`config.mk`:
```
export PLATFORM = sky130hd
export DESIGN_NAME = shadow_sram_decoder
export DESIGN_NICKNAME = d
export VERILOG_FILES = /design/src/rtl/shadow_dec_pkg.sv /design/src/rtl/shadow_ctrl_reg.sv /design/src/rtl/shadow_region_detect.sv /design/src/rtl/shadow_strobe_gen.sv /design/src/rtl/shadow_sram_decoder.sv
export SDC_FILE = /design/constraint.sdc
export NUM_CORES = 1
export LEC_CHECK = 0
export BUFFER_PORTS_ARGS = -buffer_cell sky130_fd_sc_hd__clkbuf_2
export CORE_AREA = 3 3 40 42
export CTS_CLUSTER_DIAMETER = 200
export CTS_CLUSTER_SIZE = 30
export DETAILED_ROUTE_END_ITERATION = 10
export DIE_AREA = 0 0 43 45
export GPL_TIMING_DRIVEN = 1
export PLACE_DENSITY_LB_ADDON = 0.25
export SYNTH_ARGS = -nofsm -noshare
export SYNTH_HDL_FRONTEND = slang
export SYNTH_HIERARCHICAL = 1
export SYNTH_SLANG_ARGS = --single-unit
```
`constraint.sdc`:
```
create_clock -name phi2_i -period 1.9 [get_ports phi2_i]
set_input_delay 0.57 -clock phi2_i [delete_from_list [all_inputs] [get_ports phi2_i]]
set_output_delay 0.57 -clock phi2_i [all_outputs]
set_load 0.05 [all_outputs]
```
`src/rtl/shadow_dec_pkg.sv`:
```
package shadow_dec_pkg;
  localparam int SEL_N     = 9;
  localparam int SEL_IO3   = 8;
  localparam int CB_TOP_EN = 0;
  localparam int CB_MID_EN = 1;
  localparam int CB_MID_HI = 2;

  typedef struct packed {
    logic top;
    logic mid;
  } hit_t;
endpackage

```
`src/rtl/shadow_ctrl_reg.sv`:
```
module shadow_ctrl_reg #(
  parameter int CTRL_W = 3,
  parameter int SEL_N  = 9,
  parameter int IO_BIT = 8
) (
  input  logic              phi2_i,
  input  logic              rst_ni,
  input  logic [SEL_N-1:0]  sel_ni,
  input  logic              rnw_i,
  input  logic [CTRL_W-1:0] data_i,
  output logic [CTRL_W-1:0] ctrl_o
);
  logic wr_en;
  assign wr_en = ~sel_ni[IO_BIT] & ~rnw_i;

  // latch at the end of the bus cycle
  always_ff @(negedge phi2_i or negedge rst_ni) begin
    if (!rst_ni)    ctrl_o <= '0;
    else if (wr_en) ctrl_o <= data_i;
  end

  p_ctrl_load_r9: assert property (@(negedge phi2_i) disable iff (!rst_ni)
    wr_en |=> (ctrl_o == $past(data_i)));
  p_ctrl_hold_r9: assert property (@(negedge phi2_i) disable iff (!rst_ni)
    !wr_en |=> $stable(ctrl_o));
endmodule

```
`src/rtl/shadow_region_detect.sv`:
```
module shadow_region_detect
  import shadow_dec_pkg::*;
#(
  parameter int              ADDR_W = 14,
  parameter int              SEL_N  = 9,
  parameter logic [ADDR_W-1:0] MID_LO = 14'h0400,
  parameter logic [ADDR_W-1:0] MID_HI = 14'h0FFF,
  parameter logic [ADDR_W-1:0] IOA_LO = 14'h1800,
  parameter logic [ADDR_W-1:0] IOA_HI = 14'h1FFF
) (
  input  logic [ADDR_W-1:0] addr_i,
  input  logic [SEL_N-1:0]  sel_ni,
  input  logic              top_en_i,
  input  logic              mid_en_i,
  output hit_t              hit_o
);
  logic quiet, in_mid;

  // no host select fired: access lies in a region without a select line
  assign quiet  = &sel_ni;
  assign in_mid = (addr_i >= MID_LO) && (addr_i <= MID_HI);

  always_comb begin
    hit_o.top = addr_i[ADDR_W-1] & quiet & top_en_i;
    hit_o.mid = in_mid & quiet & mid_en_i;
  end

  always_comb begin
    if (addr_i >= IOA_LO && addr_i <= IOA_HI)
      p_io_alias_r5: assert (!hit_o.top && !hit_o.mid);
    if (!quiet)
      p_sel_low_r4: assert (!hit_o.top && !hit_o.mid);
    p_hit_onehot_r3: assert (!(hit_o.top && hit_o.mid));
  end
endmodule

```
`src/rtl/shadow_strobe_gen.sv`:
```
module shadow_strobe_gen
  import shadow_dec_pkg::*;
#(
  parameter int ADDR_W = 14
) (
  input  logic              phi2_i,
  input  logic              rnw_i,
  input  hit_t              hit_i,
  input  logic              win_hi_i,
  input  logic [ADDR_W-1:0] addr_i,
  output logic              ovr_oe_o,
  output logic              ovr_o,
  output logic              ce_no,
  output logic              oe_no,
  output logic              we_no,
  output logic [ADDR_W-1:0] sram_addr_o
);
  logic act;
  assign act = (hit_i.top | hit_i.mid) & phi2_i;

  assign ovr_o    = 1'b0;
  assign ovr_oe_o = act;
  assign ce_no    = ~act;
  assign oe_no    = ~(act & rnw_i);
  assign we_no    = ~(act & ~rnw_i);

  // top region uses the upper SRAM half; window bit picks the 3 KB area
  assign sram_addr_o = {hit_i.top,
                        hit_i.mid ? win_hi_i : addr_i[ADDR_W-2],
                        addr_i[ADDR_W-3:0]};

  always_comb begin
    p_we_oe_excl_r7: assert (we_no | oe_no);
    if (!phi2_i)
      p_ovr_phase_r6: assert (!ovr_oe_o && ce_no && we_no && oe_no);
    if (!ce_no)
      p_ovr_with_ce_r6: assert (ovr_oe_o);
  end
endmodule

```
`src/rtl/shadow_sram_decoder.sv`:
```
module shadow_sram_decoder
  import shadow_dec_pkg::*;
#(
  parameter int ADDR_W = 14,
  parameter int CTRL_W = 3
) (
  input  logic              phi2_i,
  input  logic              rst_ni,
  input  logic [ADDR_W-1:0] addr_i,
  input  logic [SEL_N-1:0]  sel_ni,
  input  logic              rnw_i,
  input  logic [CTRL_W-1:0] data_i,
  output logic              sel_ovr_oe_o,
  output logic              sel_ovr_o,
  output logic              sram_ce_no,
  output logic              sram_oe_no,
  output logic              sram_we_no,
  output logic [ADDR_W-1:0] sram_addr_o
);
  logic [CTRL_W-1:0] ctrl_q;
  hit_t              hit;

  shadow_ctrl_reg #(.CTRL_W(CTRL_W), .SEL_N(SEL_N), .IO_BIT(SEL_IO3)) u_ctrl (
    .phi2_i (phi2_i),
    .rst_ni (rst_ni),
    .sel_ni (sel_ni),
    .rnw_i  (rnw_i),
    .data_i (data_i),
    .ctrl_o (ctrl_q)
  );

  shadow_region_detect #(.ADDR_W(ADDR_W), .SEL_N(SEL_N)) u_detect (
    .addr_i   (addr_i),
    .sel_ni   (sel_ni),
    .top_en_i (ctrl_q[CB_TOP_EN]),
    .mid_en_i (ctrl_q[CB_MID_EN]),
    .hit_o    (hit)
  );

  shadow_strobe_gen #(.ADDR_W(ADDR_W)) u_strobe (
    .phi2_i      (phi2_i),
    .rnw_i       (rnw_i),
    .hit_i       (hit),
    .win_hi_i    (ctrl_q[CB_MID_HI]),
    .addr_i      (addr_i),
    .ovr_oe_o    (sel_ovr_oe_o),
    .ovr_o       (sel_ovr_o),
    .ce_no       (sram_ce_no),
    .oe_no       (sram_oe_no),
    .we_no       (sram_we_no),
    .sram_addr_o (sram_addr_o)
  );

  always_comb begin
    if (hit.top) p_top_needs_a13_r2: assert (addr_i[ADDR_W-1]);
    if (!ctrl_q[CB_TOP_EN]) p_top_off_r8: assert (!hit.top);
    if (!ctrl_q[CB_MID_EN]) p_mid_off_r8: assert (!hit.mid);
  end
endmodule

```
* Word level (Yosys, flattened, before mapping)
Cells that the tools add are included.
** Word-level totals
- Register bits :: 3
- Input bits :: 29
- Output and inout bits :: 19
** Operators by class
- Reduce and logical (&&, ||, !) cells :: 2
- Magnitude comparators :: 2
- Mux-type cells :: 1
- Bitwise operators :: 14
** Operator list (number)
- $ge A14 B11 Y1 const B :: 1
- $le A14 B12 Y1 const B :: 1
- $reduce_and A9 Y1 :: 1
- $and A1 B1 Y1 :: 8
- $not A1 Y1 :: 5
- $logic_and A1 B1 Y1 :: 1
- $mux W1 :: 1
- $or A1 B1 Y1 :: 1

* Depth between registers and ports, before layout
- Word-level depth :: 8
- Gate-level depth with buffers :: 5

* Modules after synthesis
The synthesis kept the hierarchy.
** Modules (own cells, without submodules)
- shadow_strobe_gen :: area each 141.4 um^2, cells each 20, instances 1
- shadow_ctrl_reg :: area each 115.1 um^2, cells each 7, instances 1
- shadow_region_detect :: area each 53.8 um^2, cells each 9, instances 1

==> run_results.csv <==
group,metric,value,unit
worst_setup_path,endpoint_kind,"primary output",
place,place_ws,-0.924,ns
routing,ant_nets,0,
floorplan,io_pins,48,
worst_setup_path,worstPathCellList,"nand4_1 -> nor4_2 -> buf_4 -> o21a_4 -> buf_8 -> buf_8 -> nand2b_4 -> buf_8",
finish,mostFrequentLayoutCell,"sky130_fd_sc_hd__clkbuf_2",
global_route,grt_antenna_before_repair,0,
power_and_ir_drop,finalPower,0.459,mW
worst_setup_path,timing.critical_path.slowest_cell_delay,0.39,ns
finish,nets,98,
worst_setup_path,critical_path.slowest_cell,"sky130_fd_sc_hd__dfrtn_1",
finish,antenna-diode-count,0,
finish,largest_reg_flops,3,
floorplan,design.die.area,1940,um^2
timing,final_max_slew_viol_count,0,
run,max-cap-violations,0,
worst_setup_path,critical-path-top-cell-by-count,"sky130_fd_sc_hd__buf_8",
synth,avg_synthesized_cell_area,8.62,um^2
cts,cts.clk_slew.worst_paths,0.03,ns
routing,via_count,371,
worst_setup_path,crit_arrival,2.66,ns
run_status,status,"complete, but fails checks",
synth,synth-main-ff-cell,"sky130_fd_sc_hd__dfrtn_1",
synth,synth_edf_count,0,
cts,cts_tree,"built",
worst_setup_path,critical_path_required,1.33,ns
finish,finalInstanceArea,698,um^2
place,placed_area,427,um^2
finish,number_of_standard_cells_in_the_final_layout_excluding_fillers,84,
place,place_inst,68,
routing,detailedRoute.firstPassIterationCount,2,
floorplan,core.rowCount,13,
worst_setup_path,critPathMaxFanout,2,
global_route,grt_overflow,0,
synth,yosys_warnings,6,
routing,post-route-drc-count,0,
finish,layout-area-overhead-vs-synth,125,%
cts,worstSkewPairLatency,0.36,ns
place,portBuffers,26,
power_and_ir_drop,ir_drop,0.000534,V
synth,ys_seq_area_share,24.2,%
synth,synth_nets,65,
floorplan,initial_core_util,24.1,%
worst_setup_path,worstSetupStartpointType,"flop",
finish,largest_reg_by_ff_count,"u_ctrl/ctrl_o",
global_route,grt_pass1_vias,490,
global_route,met3_usage,17.9,%
global_route,grt_pass1_wl,1850,um
timing,rsz0062_at_grt,"true",
power_and_ir_drop,leakagePower,0.352,nW
timing,setup_viol,7,
hold_path,hold_path_class,"flop to flop",
global_route,groute.layer.met1.usage,8.21,%
finish,largestRegisters,"u_ctrl/ctrl_o x3",
synth,number_of_distinct_library_cells_after_synthesis,14,
synth,synthCells,36,
timing,final.setup.worst_slack,-1.33,ns
synth,yosys_register_bits,3,
routing,post_drt_wl_per_cell,13.6,um
synth,async_flop_share,100,%
floorplan,die-width,43,um
routing,routed_wl,1140,um
place,gp_congestion,0.694,
finish,layout_common_cells,"sky130_fd_sc_hd__clkbuf_2 (20), sky130_fd_sc_hd__clkbuf_4 (10), sky130_fd_sc_hd__buf_4 (7)",
global_route,global_route.peak_usage_layer,"met4",
power_and_ir_drop,cellPowerDensity,657,nW/um^2
routing,routed_via_density,4.42,
floorplan,fp.coreArea,1280,um^2
timing,fin_worst_skew,0,ns
run_status,violated_checks,"negative setup slack",
synth,syn_area,310,um^2
finish,post_route_cells_drive_above_1_share,84.1,%
global_route,grt_start_max_net_pins,4,
worst_setup_path,critical_path_class,"flop to primary output",
global_route,use_met2,19.5,%
floorplan,die_boundary_height,45,um
finish,final.fill_count,115,
routing,drt_iter0_markers,4,
timing,timing_hold_violations_final,0,
global_route,grt_util_all_layers,15.9,%
place,detailed_place_hpwl,722,um
-- metrics by stage --
stage                     hold slack (ns)  setup TNS, ns  util [%]
after floorplan                     0.436          -5.17         -
after global placement              0.455          -6.38      33.2
after detailed placement            0.463          -6.40      33.2
after CTS                           0.460          -8.67      53.9
after global routing                0.474          -8.09      54.3
final                               0.454          -7.60      54.3
-- Yosys cell counts (2+ instances only) --
library cell	n	share of area [%]
sky130_fd_sc_hd__dfrtn_1	3	24
sky130_fd_sc_hd__nand4_1	3	6.0
sky130_fd_sc_hd__nand2_1	2	2.4
sky130_fd_sc_hd__buf_4	14	34
sky130_fd_sc_hd__mux2_2	4	15
sky130_fd_sc_hd__inv_1	2	2.4
-- power by group --
| part | internal (mW) | total, mW | switching, mW |
|---|---|---|---|
| combinational | 0.0410 | 0.0821 | 0.0411 |
| sequential | 0.0748 | 0.0804 | 0.00562 |
| clock | 0.221 | 0.296 | 0.0750 |
-- final timing paths --
path | from | endpoint | slack, ns | cells past startpoint
setup / recovery | u_ctrl/ctrl_o[1]$_DFFE_NN0P_ | sram_we_no | -1.33 | 8
hold / removal | u_ctrl/ctrl_o[1]$_DFFE_NN0P_ | u_ctrl/ctrl_o[1]$_DFFE_NN0P_ | 0.45 | 1
setup reg to reg | u_ctrl/ctrl_o[0]$_DFFE_NN0P_ | u_ctrl/ctrl_o[0]$_DFFE_NN0P_ | 1.01 | 2
hold reg to reg | u_ctrl/ctrl_o[1]$_DFFE_NN0P_ | u_ctrl/ctrl_o[1]$_DFFE_NN0P_ | 0.45 | 1
max in group asynchronous | rst_ni | u_ctrl/ctrl_o[0]$_DFFE_NN0P_ | 0.92 | 1
min in group asynchronous | rst_ni | u_ctrl/ctrl_o[2]$_DFFE_NN0P_ | 0.83 | 1
-- final cells by class --
class	instances	area (um^2)	share of cell area [%]
multi-input combinational	17	171	24.6
timing repair buffer	28	195	28.0
clock inverter	2	37.5	5.38
sequential	3	75.1	10.8
tap	15	18.8	2.69
inverter	1	3.75	0.538
clock buffer	18	196	28.1
-- cell families (layout without fill, tap and decap cells) --
kind of cell / count (synthesis) / after routing / synth area share (%)
compound gates: 2 / 2 / 4.03
buf+inv: 16 / 49 / 36.3
flops: 3 / 3 / 24.2
mux: 4 / 4 / 14.5
other cells: 1 / 1 / 1.21
simple gates: 10 / 10 / 19.8
-- worst max-delay path, delay by kind of cell, from the launching register on --
family / cells / cell delay (ns)
AND/OR/NAND/NOR: 3 / 0.33
buffers and inverters: 4 / 0.49
AO/OA/AOI/OAI: 1 / 0.13
flip-flops: 1 / 0.39
-- metal layers --
layer,part of all wire [%],routed length [um]
met5,0,0
met4,4.2,48
met1,26,299
met3,12,134
met2,58,661
-- timing repair --
| item | in CTS | in global routing |
|---|---|---|
| hold buffers | 0 | 0 |
| buffers inserted | 3 | 1 |
| setup endpoints to repair | 7 | 7 |
| gates resized for setup | 22 | 5 |
| pin swaps | 4 | 2 |
Note: power is estimated with default switching activity, not from simulation.
